<file path="src/rtl/alu3_pkg.sv">
package alu3_pkg;

   localparam int OPC_W = 4;

   typedef enum logic [OPC_W-1:0] {
      OPC_ADD  = 4'b0100,
      OPC_SUB  = 4'b0101,
      OPC_SHZ  = 4'b0110,
      OPC_SHS  = 4'b0111,
      OPC_AND  = 4'b1000,
      OPC_OR   = 4'b1001,
      OPC_BCLR = 4'b1010,
      OPC_XOR  = 4'b1011
   } alu_opc_e;

   typedef enum logic [1:0] {
      GRP_NONE  = 2'd0,
      GRP_ARITH = 2'd1,
      GRP_LOGIC = 2'd2
   } alu_grp_e;

   typedef enum logic [1:0] {
      SEL_ADDSUB = 2'd0,
      SEL_SHIFT  = 2'd1,
      SEL_LOGIC  = 2'd2,
      SEL_ZERO   = 2'd3
   } alu_sel_e;

   typedef struct packed {
      alu_sel_e   sel;
      logic       sub;
      logic       sign_fill;
      logic [1:0] lop;
      logic       valid;
   } alu_ctl_t;

endpackage

</file>
<file path="src/rtl/alu3_decode.sv">
module alu3_decode
   import alu3_pkg::*;
(
   input  logic [OPC_W-1:0] opcode,
   output alu_ctl_t         ctl
);

   alu_grp_e grp;

   always_comb begin
      unique case (opcode[OPC_W-1:OPC_W-2])
         2'b01:   grp = GRP_ARITH;
         2'b10:   grp = GRP_LOGIC;
         default: grp = GRP_NONE;
      endcase
   end

   always_comb begin
      ctl           = '0;
      ctl.sel       = SEL_ZERO;
      ctl.lop       = opcode[1:0];
      ctl.sub       = 1'b0;
      ctl.sign_fill = 1'b0;
      ctl.valid     = 1'b0;
      case (grp)
         GRP_ARITH: begin
            ctl.valid = 1'b1;
            if (opcode[1]) begin
               ctl.sel       = SEL_SHIFT;
               ctl.sign_fill = opcode[0];
            end else begin
               ctl.sel = SEL_ADDSUB;
               ctl.sub = opcode[0];
            end
         end
         GRP_LOGIC: begin
            ctl.valid = 1'b1;
            ctl.sel   = SEL_LOGIC;
         end
         default: begin
            ctl.sel = SEL_ZERO;
         end
      endcase
   end

endmodule

</file>
<file path="src/rtl/alu3_addsub.sv">
module alu3_addsub #(
   parameter int WIDTH = 16
) (
   input  logic [WIDTH-1:0] a,
   input  logic [WIDTH-1:0] b,
   input  logic             sub,
   output logic [WIDTH-1:0] sum
);

   logic [WIDTH-1:0] b_eff;
   logic [WIDTH:0]   full;

   assign b_eff = sub ? ~b : b;
   assign full  = {1'b0, a} + {1'b0, b_eff} + {{WIDTH{1'b0}}, sub};
   assign sum   = full[WIDTH-1:0];

endmodule

</file>
<file path="src/rtl/alu3_logic.sv">
module alu3_logic #(
   parameter int WIDTH = 16
) (
   input  logic [WIDTH-1:0] a,
   input  logic [WIDTH-1:0] b,
   input  logic [1:0]       lop,
   output logic [WIDTH-1:0] y
);

   always_comb begin
      unique case (lop)
         2'b00: y = a & b;
         2'b01: y = a | b;
         2'b10: y = a & ~b;
         2'b11: y = a ^ b;
      endcase
   end

endmodule

</file>
<file path="src/rtl/alu3_shift.sv">
module alu3_shift #(
   parameter int WIDTH = 16
) (
   input  logic [WIDTH-1:0] val,
   input  logic [WIDTH-1:0] cnt,
   input  logic             sign_fill,
   output logic [WIDTH-1:0] y
);

   localparam int STAGES = $clog2(WIDTH);

   logic             neg;
   logic [WIDTH-1:0] mag;
   logic             big;
   logic             fill_r;
   logic [WIDTH-1:0] lstg [0:STAGES];
   logic [WIDTH-1:0] rstg [0:STAGES];

   assign neg    = cnt[WIDTH-1];
   assign mag    = neg ? (~cnt + WIDTH'(1)) : cnt;
   assign big    = |mag[WIDTH-1:STAGES];
   assign fill_r = sign_fill & val[WIDTH-1];

   assign lstg[0] = val;
   assign rstg[0] = val;

   for (genvar k = 0; k < STAGES; k++) begin : g_stage
      localparam int S = 1 << k;
      logic [WIDTH-1:0] l_next;
      logic [WIDTH-1:0] r_next;

      if (S < WIDTH) begin : g_ok
         always_comb begin
            if (sign_fill)
               l_next = {lstg[k][WIDTH-1-S:0], lstg[k][WIDTH-1:WIDTH-S]};
            else
               l_next = {lstg[k][WIDTH-1-S:0], {S{1'b0}}};
            r_next = {{S{fill_r}}, rstg[k][WIDTH-1:S]};
         end
      end else begin : g_bad
         assign l_next = lstg[k];
         assign r_next = rstg[k];
      end

      assign lstg[k+1] = mag[k] ? l_next : lstg[k];
      assign rstg[k+1] = mag[k] ? r_next : rstg[k];
   end

   always_comb begin
      if (!neg)
         y = (big && !sign_fill) ? '0 : lstg[STAGES];
      else
         y = big ? {WIDTH{fill_r}} : rstg[STAGES];
   end

endmodule

</file>
<file path="src/rtl/alu3_core.sv">
module alu3_core
   import alu3_pkg::*;
#(
   parameter int WIDTH = 16
) (
   input  logic [3:0]       opcode,
   input  logic [WIDTH-1:0] base,
   input  logic [WIDTH-1:0] ctrl,
   output logic [WIDTH-1:0] result,
   output logic             valid
);

   if (WIDTH < 4) begin : g_chk_min
      $error("alu3_core: WIDTH must be at least 4");
   end
   if ((WIDTH & (WIDTH - 1)) != 0) begin : g_chk_pow2
      $error("alu3_core: WIDTH must be a power of two");
   end

   alu_ctl_t         ctl;
   logic [WIDTH-1:0] as_y;
   logic [WIDTH-1:0] sh_y;
   logic [WIDTH-1:0] lg_y;

   alu3_decode u_dec (
      .opcode (opcode),
      .ctl    (ctl)
   );

   alu3_addsub #(.WIDTH(WIDTH)) u_addsub (
      .a   (base),
      .b   (ctrl),
      .sub (ctl.sub),
      .sum (as_y)
   );

   alu3_shift #(.WIDTH(WIDTH)) u_shift (
      .val       (base),
      .cnt       (ctrl),
      .sign_fill (ctl.sign_fill),
      .y         (sh_y)
   );

   alu3_logic #(.WIDTH(WIDTH)) u_logic (
      .a   (base),
      .b   (ctrl),
      .lop (ctl.lop),
      .y   (lg_y)
   );

   always_comb begin
      unique case (ctl.sel)
         SEL_ADDSUB: result = as_y;
         SEL_SHIFT:  result = sh_y;
         SEL_LOGIC:  result = lg_y;
         default:    result = '0;
      endcase
   end

   assign valid = ctl.valid;

endmodule

</file>
<file path="config.mk">
export PLATFORM = sky130hd
export DESIGN_NAME = alu3_core
export DESIGN_NICKNAME = d
export VERILOG_FILES = /design/src/rtl/alu3_pkg.sv /design/src/rtl/alu3_decode.sv /design/src/rtl/alu3_addsub.sv /design/src/rtl/alu3_logic.sv /design/src/rtl/alu3_shift.sv /design/src/rtl/alu3_core.sv
export SDC_FILE = /design/constraint.sdc
export NUM_CORES = 1
export LEC_CHECK = 0
export ABC_AREA = 1
export BUFFER_PORTS_ARGS = -buffer_cell sky130_fd_sc_hd__buf_2
export CAP_MARGIN = 10
export CORE_UTILIZATION = 40
export DETAILED_ROUTE_END_ITERATION = 10
export PLACE_DENSITY_LB_ADDON = 0.08
export SETUP_SLACK_MARGIN = 0.02
export SYNTH_ARGS = -nofsm -noshare
export SYNTH_HDL_FRONTEND = slang
export SYNTH_SLANG_ARGS = --single-unit
</file>
<file path="constraint.sdc">
create_clock -name vclk -period 9.9
set_input_delay 1.98 -clock vclk [all_inputs]
set_output_delay 1.98 -clock vclk [all_outputs]
set_load 0.01 [all_outputs]
</file>
## After elaboration in Yosys (flattened, before gate mapping)

Cells that the tools add are included.

- $add $sub $neg: 3
- Multiply operators: 0
- Div/mod/pow operators: 0
- Magnitude comparators: 0
- Eq/ne operators: 9
- Shift operators: 0
- Multiplexer cells: 26
- Bitwise logic cells: 6
- Reductions and logical operators: 6

Operator list:

| cell | number |
|---|---|
| 16-bit two-way mux | 13 |
| 16-bit one-hot mux with 4 select lines | 1 |
| 16-bit one-hot mux with 3 select lines | 1 |
| 16-bit bitwise AND | 2 |
| 16-bit by 1-bit adder with 16-bit output | 1 |
| 16-bit by 1-bit adder with 16-bit output, second input constant | 1 |
| 16-bit adder | 1 |
| 16-bit inverter | 1 |
| 16-bit bitwise OR | 1 |
| 16-bit XOR | 1 |
| 12-bit OR reduction | 1 |
| 2-bit == test, second input constant | 5 |
| 2-bit by 1-bit == test with 1-bit output, second input constant | 4 |
| 8-bit two-way mux | 1 |
| 2-bit one-hot mux with 2 select lines | 2 |
| 1-bit two-way mux | 5 |
| 2-bit logical NOT | 2 |
| 2-bit two-way mux | 2 |
| 4-bit two-way mux | 1 |
| 2-bit OR reduction | 1 |
| 1-bit bitwise AND | 1 |
| 1-bit logical AND | 1 |
| 1-bit logical NOT | 1 |

- Register bits after elaboration: 0
- Latch bits: 0
- RAM bits: 0
- ROM bits: 0
- Input bits: 36
- Memories kept: 0

## Depth between registers and ports, before layout

Gate-level depths: netlist (run 1).

- Word-level depth: 15
- Mapped depth: 18
- Gate-level depth less buffers: 17

## Modules after synthesis

From an unflattened synthesis (run 1), not the netlist that was laid out.

- Cell total of the unflattened synthesis: 986
- Area, all modules: 5114.9 um^2

Modules (own cells, without submodules):

| module | times used | cells each | area each (um^2) | sequential area each (um^2) |
|---|---|---|---|---|
| alu3_shift | 1 | 509 | 2471.1 | 0.0 |
| alu3_logic | 1 | 221 | 1141.1 | 0.0 |
| alu3_addsub | 1 | 167 | 1009.7 | 0.0 |
| alu3_core | 1 | 74 | 399.1 | 0.0 |
| alu3_decode | 1 | 15 | 93.8 | 0.0 |

## Worst setup path after synthesis (run 1)

OpenSTA, ideal clock, no wires.

- Kind: input port to output port
- Start point: in opcode[0]
- End point: out result[15]
- Data arrival time: 4.515 ns
- Slack: 3.405 ns
- Stages: 17
- Buffers on the path: 2
- Cells stage by stage: buf_4 > inv_2 > nor2_4 > nand2_2 > buf_1 > xor2_1 > inv_1 > ha_1 > a21oi_1 > o21ai_0 > a21oi_1 > o21ai_2 > nand2_1 > nand2_1 > or2_2 > nand2_1 > nand3_1

- Cells in the longest elaborated chain, start to end: 10
- Elaborated cells on any way between the ends: 22

Ends and longest elaborated chain:

| what | RTL line | text |
|---|---|---|
| start: declaration | alu3_core.sv:6 | `input logic [3:0] opcode,` |
| parallel branches: the longest is 9 deep, another holds 16-bit adder | -- |  |
| 16-bit one-hot mux with 3 select lines (*) | alu3_core.sv:52 | `unique case (ctl.sel)` |
| end: declaration | alu3_core.sv:9 | `output logic [WIDTH-1:0] result,` |

Every way passes the cells marked *.

## Worst setup path in the final report (run 1)

- Start point: in ctrl[0]
- End point: out result[4]

- Cells in the longest elaborated chain, start to end: 11
- Elaborated cells on any way between the ends: 22

Ends and longest elaborated chain:

| what | RTL line | text |
|---|---|---|
| start: declaration | alu3_core.sv:8 | `input logic [WIDTH-1:0] ctrl,` |
| 16-bit inverter | alu3_addsub.sv:13, alu3_shift.sv:20 |  |
| 16-bit by 1-bit adder with 16-bit output | alu3_shift.sv:20 | `assign mag = neg ? (~cnt + WIDTH'(1)) : cnt;` |
| 16-bit two-way mux | alu3_shift.sv:20 |  |
| 16-bit two-way mux | alu3_shift.sv:45 | `assign lstg[k+1] = mag[k] ? l_next : lstg[k];` |
| 2-bit two-way mux or 16-bit two-way mux (tied branches) | alu3_shift.sv:34, alu3_shift.sv:45 |  |
| 16-bit two-way mux | alu3_shift.sv:45 |  |
| 16-bit two-way mux or 8-bit two-way mux (tied branches) | alu3_shift.sv:45, alu3_shift.sv:34 |  |
| 16-bit two-way mux | alu3_shift.sv:45 |  |
| 16-bit two-way mux | alu3_shift.sv:51 | `y = (big && !sign_fill) ? '0 : lstg[STAGES];` |
| 16-bit two-way mux | alu3_shift.sv:50 | `if (!neg)` |
| 16-bit one-hot mux with 3 select lines (*) | alu3_core.sv:52 |  |

Mark *: on every way between the ends. The rest lies on a longest branch, timed or not.

==> results of run 1 <==
## cell usage after synthesis, drive strengths merged, types with 6 or more instances
cell,instances,area [um^2]
a21oi,43,215
inv,80,303
nand3,81,428
clkbuf,16,61.3
nor2,60,250
nand2,281,1090
or2,17,106
o2111ai,7,61.3
ha,34,425
o21ai,106,542
o22ai,8,50.1
nand4,6,37.5
xor2,17,149
buf,29,188
## critical path, delay by kind of cell
family | cells | cell delay (ns)
buffers and inverters | 4 | 1.46
adder cells (fa/ha/maj) | 1 | 0.32
AO/OA/AOI/OAI | 3 | 0.79
AND/OR/NAND/NOR | 8 | 1.07
## metal layers
metal | GRT usage, % | wire [um] | part of all wire [%] | vias up
li1 | - | - | - | 2752
met1 | 41.6 | 7630 | 45 | 2520
met2 | 50.7 | 7770 | 46 | 249
met3 | 2.12 | 1160 | 6.8 | 28
met4 | 6.94 | 380 | 2.2 | 0
met5 | 0 | 0 | 0 | -
## area by class of cell
cell class	count	area (um^2)	share of cell area [%]
tap	136	170	3.85
timing repair buffer	56	288	6.51
inverter	81	307	6.93
multi-input combinational	697	3660	82.7
## power by group
group          leakage (nW)  switching [W]  internal, W
Sequential                0              0            0
Clock                     0              0            0
Combinational          2.31       0.000178    0.0000840
## worst paths after layout
path	startpoint	endpoint	slack, ns	cells after the start
worst max-delay path	ctrl[0]	result[4]	2.27	16
worst min-delay path	opcode[3]	valid	4.31	4
## placed cells by master, fill, tap and decap left out, drive strengths merged, types with 3 or more instances in the layout
master   Yosys  routed
a21oi       43      43
or2         17      17
nand2      281     281
o211ai       4       4
ha          34      34
nand3       81      81
o22ai        8       8
nand4        6       6
o21ai      106     106
inv         80      80
o2111ai      7       7
a2111oi      3       3
nor2        60      60
a22oi        4       4
xor2        17      17
o21a         4       4
mux2i        4       4
buf         29      56
## metrics by stage
stage	hold slack [ns]	util [%]	instance area, um^2	instances	total power, W
floorplan	4.11	-	4210	823	0.000186
global placement	4.32	43.0	4420	970	0.000253
detailed placement	4.32	43.0	4420	970	0.000254
CTS	4.32	43.0	4420	970	0.000255
global route	4.34	43.0	4420	970	0.000292
finish	4.31	43.0	4420	970	0.000262
## cell families (layout without fill, tap and decap cells)
group | after synthesis | after routing | share of synthesized area (%)
muxes | 4 | 4 | 0.950
buffers and inverters | 126 | 137 | 13.2
AOI/OAI and AO/OA | 191 | 191 | 25.7
adders and majority gates | 35 | 35 | 10.6
xor gates and xnor gates | 18 | 18 | 3.74
and+or+nand+nor | 449 | 449 | 45.9
==> impl_metrics.yaml, run 1 <==
yosys:
  synth_cell_types: 49
  syn_inst: 823
  seq_area_frac_synth_pct: 0
  syn_area_um2: 4210
  yosysWarnings: 0
  syn_area_per_cell_um2: 5.12
  syn_nets: 894
sta:
  tightestPinTransition_ns: 1.12
  finalMaxSlewViolations: 0
  worst_slack_ns: 2.27
  hold_violations: 0
  max_freq_mhz: 131
  period_needed_ns: 7.63
  rsz0062_at_grt: "false"
  setup_viol: 0
  relSlewSlack_pct: 25.2
  period_share_pct: 77.0
  tns_ns: 0
grt:
  track_usage_pct: 30.1
  grt_pass1_wl_mm: 26.4
  antenna_found_initial: 0
  grt_max_degree: 47
  gr-total-overflow: 0
  grt_pass1_vias: 4922
worst_setup_path:
  path_common_cell: "nand2_1"
  start_kind: "input port"
  cp_cell_sequence: "buf_2, inv_4, ha_1, nand2_1, o21ai_2, inv_1, or2_2, nand2_1, nand2_1, nand2_1, o22ai_1, o21ai_0, nand2_1, nand3_1, nand2_1, buf_2"
  crit_type: "input port to output pin"
  worstPathRequired_ns: 7.92
  cp_slowest_cell: "inv_1"
  crit_arrival_ns: 5.65
  critical_path_peak_fanout: 46
  end_kind: "output pin"
  critPathMaxStageDelay_ns: 0.67
clocking:
  postCtsSetupBuffers: 0
  cts_hold_buf: 0
  cts-resized-gates: 0
route:
  ant_nets: 0
  wl_per_cell_um: 17.5
  drt_iter0_markers: 530
  wl_mm: 16.9
  vias: 5549
  drtPass1Iterations: 6
  drcViolationCount: 0
  viasPerCell: 5.72
finish:
  diodes: 0
  syn_to_final_growth_pct: 4.96
  fin_nets: 907
  fillCellCount: 1226
  seq_cell_count: 0
  drive_above_1_share_pct: 12.4
  regArea_um2: 0
  num-clock-buffers: 0
floorplan:
  pin_count: 53
  start_util_pct: 41.0
  num_rows: 37
  die_x_um: 105
  placeableCoreArea_um2: 10300
  die_y_um: 105
  die_area_um2: 10900
outcome:
  status: "complete, no violations"
pwr:
  power-per-cell-area_nw_per_um2: 59.2
  peakVddDrop_v: 0.0000215
  p_leak_nw: 2.31
min_path:
  hold_path_class: "input port to output pin"
placement:
  port_buffers: 53
  dp.final_hpwl_mm: 13.4
  gp_congestion: 0.961
  preCtsSetupSlack_ns: 2.37
job:
  drv_cap: 0
Note: power is estimated with default switching activity, not from simulation.
==> inputs of run 2 (changes only) <==
--- a/config.mk
+++ b/config.mk
@@ -5,7 +5,7 @@
 export SDC_FILE = /design/constraint.sdc
 export NUM_CORES = 1
 export LEC_CHECK = 0
-export ABC_AREA = 1
+export ABC_AREA = 0
 export BUFFER_PORTS_ARGS = -buffer_cell sky130_fd_sc_hd__buf_2
 export CAP_MARGIN = 10
 export CORE_UTILIZATION = 40
==> constraint.sdc (replaced) <==
create_clock -name vclk -period 6.31
set_input_delay 1.262 -clock vclk [all_inputs]
set_output_delay 1.262 -clock vclk [all_outputs]
set_load 0.01 [all_outputs]
==> run 2 against run 1 <==
Compared with the run above: clock-buffer cell count stayed put; worst setup slack lost 1.8 ns; non-clock buffer count increased by 18; synthesized cell count down 26%; critical path depth decreased by 3; flip-flop and latch count unchanged; sequential share of layout area did not move; total power is 68% higher.
==> impl_metrics.yaml, run 2 <==
floorplan:
  die_y_um: 104
  start_util_pct: 41.8
  num_rows: 36
  die_area_um2: 10700
  placeableCoreArea_um2: 9860
  pin_count: 53
  die_x_um: 104
yosys:
  syn_inst: 606
  syn_nets: 677
  syn_area_per_cell_um2: 6.81
  synth.most_common_cell: "nand2_1"
  seq_area_frac_synth_pct: 0
  yosysWarnings: 0
  synth_cell_types: 74
  synth.largest_area_cell: "mux2i_1"
  synth.area.top_cells: "mux2i_1 (11%), ha_1 (10%), xnor2_1 (7.0%), nand2_1 (5.7%), nor2_1 (5.6%)"
  synth_common_cells: "nand2_1 (63), nor2_1 (62), mux2i_1 (47), a21oi_1 (43), inv_1 (41)"
  syn_area_um2: 4120
  synth_top_area_share_pct: 11.4
placement:
  gp_congestion: 1.02
  dp.final_hpwl_mm: 12.5
  port_buffers: 53
outcome:
  status: "complete, no violations"
finish:
  final_util_pct: 44.5
  syn_to_final_growth_pct: 6.46
  final_common_cell: "nand2_1"
  final_cell_mix: "nand2_1 (63), nor2_1 (62), buf_2 (53)"
  regArea_um2: 0
  num-clock-buffers: 0
  seq_cell_count: 0
  diodes: 0
  fillCellCount: 1064
  fin_nets: 697
  drive_above_1_share_pct: 16.0
worst_setup_path:
  worstPathRequired_ns: 5.05
  startpoint: "ctrl[1]"
  end_kind: "output pin"
  crit_type: "input port to output pin"
  crit_arrival_ns: 4.58
  critical_path_peak_fanout: 11
  start_kind: "input port"
sta:
  period_needed_ns: 5.85
  relSlewSlack_pct: 44.7
  tns_ns: 0
  tightestPinTransition_ns: 0.829
  hold_violations: 0
  finalMaxSlewViolations: 0
  rsz0062_at_grt: "false"
  setup_viol: 0
  max_freq_mhz: 171
  period_share_pct: 92.6
route:
  drt_iter0_markers: 328
  wl_mm: 15.8
  drtPass1Iterations: 5
  viasPerCell: 6.29
  wl_per_cell_um: 20.9
  ant_nets: 0
  vias: 4764
  drcViolationCount: 0
grt:
  grt_max_degree: 43
  antenna_found_initial: 0
  gr-total-overflow: 0
  grt_pass1_vias: 4407
  track_usage_pct: 29.2
  grt_pass1_wl_mm: 25.1
pwr:
  p_total_w: 0.000440
  p_leak_nw: 1.95
  power-per-cell-area_nw_per_um2: 100
  peakVddDrop_v: 0.0000447
min_path:
  min_from: "opcode[3]"
  hold_path_class: "input port to output pin"
clocking:
  cts-resized-gates: 0
  cts_hold_buf: 0
  postCtsSetupBuffers: 0
job:
  drv_cap: 0
[run 2: changes by cell type after synthesis, moves of 14 or more]
cell	delta
inv_1	-32
o21ai_0	-51
clkbuf_1	+14
nand3_1	-75
or2_2	-15
nand2_1	-209
a211oi_1	+18
buf_2	-15
mux2i_1	+43
xnor2_1	+32
[run 2: kinds of logic after synthesis]
kind of cell,synth area share (%)
AOI/OAI and AO/OA,32.2
adders and majority gates,10.8
xor gates and xnor gates,8.28
and+or+nand+nor,19.7
muxes,16.9
buffers and inverters,12.2
[run 2: cell type report]
cell class	count	area, um^2	share of cell area [%]
multi-input combinational	509	3650	83.1
inverter	41	154	3.51
tap	133	166	3.79
timing repair buffer	74	423	9.63
[run 2: per-layer routing]
metal	global-route usage [%]	part of all wire, %	wire [um]
met1	40.3	44	7000
met2	46.7	44	7010
met3	1.70	6.2	974
met4	13.1	5.1	812
met5	0	0	0
[run 2: through the flow]
step                      cell area (um^2)  hold WS (ns)  instances  setup WS [ns]
after floorplan                       4120          2.67        606          0.279
after CTS                             4390          2.89        757          0.460
final                                 4390          2.88        757          0.465
after global placement                4390          2.88        757          0.576
after detailed placement              4390          2.89        757          0.485
after global routing                  4390          2.92        757          0.234
[run 2: worst paths after layout]
path                      to  slack [ns]  cells past startpoint
setup / recovery  result[13]        0.46                     13
hold / removal         valid        2.88                      4
[run 2: power breakdown]
part / switching (W) / internal, W / total (W)
Combinational: 0.000271 / 0.000169 / 0.000440
Sequential: 0 / 0 / 0
Clock: 0 / 0 / 0
Total: 0.000271 / 0.000169 / 0.000440
[run 2: worst max-delay path: stages]
cell	delay, ns
buf_2	0.15
inv_1	0.09
ha_1	0.18
or3b_4	0.42
nor4_2	0.37
nor3_1	0.10
a2111oi_2	0.38
o211ai_2	0.22
or2_1	0.41
o41a_1	0.45
a211oi_1	0.25
a221o_1	0.16
buf_2	0.13
==> inputs of run 3 (changes only) <==
==> constraint.sdc (replaced) <==
create_clock -name vclk -period 6.31
set_input_delay 0.631 -clock vclk [all_inputs]
set_output_delay 0.631 -clock vclk [all_outputs]
set_load 0.01 [all_outputs]
==> run 3 against run 2 <==
Compared with the run above: largest power group unchanged; critical path depth up 1; highest routed layer unchanged; total power down 1.2%; cell area fell by 2.2%; clock-buffer cell count unchanged; critical endpoint is now result[6]; via count shrank 1.5%; non-clock buffer count is 13 lower; first-iteration DRC count is 46% higher; hold slack got worse by 1.3 ns; core utilization fell by 0.99 points.
==> impl_metrics.yaml, run 3 (same netlist as run 2, synthesis figures left out) <==
finish:
  final_cell_area_um2: 4290
  final_cell_mix: "nand2_1 (63), nor2_1 (62), buf_2 (53)"
  syn_to_final_growth_pct: 4.10
  drive_above_1_share_pct: 14.2
  regArea_um2: 0
  fin_nets: 684
  num-clock-buffers: 0
  diodes: 0
  seq_cell_count: 0
  stdcell_count: 744
  final_common_cell: "nand2_1"
  final_util_pct: 43.5
worst_setup_path:
  crit_arrival_ns: 4.50
  critical_path_peak_fanout: 34
  end_kind: "output pin"
  path_common_cell: "buf_2"
  critPathMaxStageDelay_ns: 0.42
  critPathBufInv: 4
  start_kind: "input port"
  cp_cell_sequence: "buf_2, inv_1, buf_4, ha_1, or3b_4, nor4_2, nor3_1, a2111oi_2, o211ai_2, or2_1, or3_1, a31oi_1, o211ai_1, buf_2"
  cp_slowest_cell: "or3b_4"
  critPathTopFamily: "simple AND/OR/NAND/NOR gates"
  worstPathRequired_ns: 5.68
  crit_type: "input port to output pin"
route:
  ant_nets: 0
  wl_per_cell_um: 20.9
  drtPass1Iterations: 5
  vias: 4694
  drt_iter0_markers: 479
  viasPerCell: 6.31
  wl_mm: 15.5
  drcViolationCount: 0
placement:
  place_area_um2: 4290
  port_buffers: 53
  dp.final_hpwl_mm: 12.1
  gp_congestion: 0.970
  placed_cells: 744
pwr:
  combPwrFrac_pct: 100.0
  p_leak_nw: 1.88
  peakVddDrop_v: 0.0000396
  power-per-cell-area_nw_per_um2: 101
  seqPwrFrac_pct: 0
  p_total_w: 0.000434
  internal_power_w: 0.000164
  p_clk_share_pct: 0
  switching_share_pct: 62.3
  p_sw_w: 0.000270
sta:
  period_needed_ns: 5.13
  hold_violations: 0
  setup_viol: 0
  tns_ns: 0
  relSlewSlack_pct: 38.7
  finalMaxSlewViolations: 0
  rsz0062_at_grt: "false"
  period_share_pct: 81.3
  max_freq_mhz: 195
  tightestPinTransition_ns: 0.919
clocking:
  postCtsSetupBuffers: 0
  cts_hold_buf: 0
  cts-resized-gates: 0
floorplan:
  die_x_um: 104
  start_util_pct: 41.8
  num_rows: 36
  placeableCoreArea_um2: 9860
  die_area_um2: 10700
  pin_count: 53
  die_y_um: 104
grt:
  track_usage_pct: 28.7
  grt_pass1_vias: 4326
  antenna_found_initial: 0
  gr-total-overflow: 0
  grt_pass1_wl_mm: 24.7
  grt_max_degree: 47
job:
  drv_cap: 0
min_path:
  hold_end: "valid"
  min_from: "opcode[3]"
  hold_path_class: "input port to output pin"
  hold_depth: 4
outcome:
  status: "complete, no violations"
[run 3: changes by cell type in the layout (fill, tap and decap cells not counted), sizes merged]
cell / previous run / this run
buf: 74 / 61
[run 3: worst max-delay path by stage]
stage | start | endpoint | depth (start not counted)
after detailed placement | ctrl[0] | result[6] | 14
after global placement | ctrl[0] | result[13] | 14
after CTS | ctrl[0] | result[6] | 14
after global routing | ctrl[0] | result[6] | 13
final | ctrl[0] | result[6] | 14
after floorplan | ctrl[0] | result[13] | 13
[run 3: tightest hold or removal path, stage by stage]
cell,delay (ns)
buf_2,0.09
ha_1,0.12
inv_1,0.03
buf_2,0.13
[run 3: power groups by stage]
| stage | sequential (W) | clock [W] | combinational, W |
|---|---|---|---|
| floorplan | 0 | 0 | 0.000311 |
| global placement | 0 | 0 | 0.000425 |
| detailed placement | 0 | 0 | 0.000425 |
| CTS | 0 | 0 | 0.000427 |
| global route | 0 | 0 | 0.000473 |
| finish | 0 | 0 | 0.000434 |
[run 3: per-layer routing]
layer / wire length [um] / up-vias / track usage [%]
met5: 0 / - / 0
met4: 751 / 0 / 11.2
met3: 1310 / 47 / 2.83
met2: 6860 / 247 / 45.4
met1: 6600 / 2164 / 39.7
li1: - / 2236 / -
[run 3: area by class of cell]
type	count	area, um^2
fill	1049	5570
multi-input combinational	509	3650
timing repair buffer	61	325
tap	133	166
inverter	41	154
[run 3: through the flow]
step                      hold WS (ns)  setup slack [ns]
after floorplan                   1.41              1.54
after global placement            1.62              1.28
after detailed placement          1.63              1.18
after CTS                         1.63              1.16
after global routing              1.67             0.917
final                             1.63              1.18
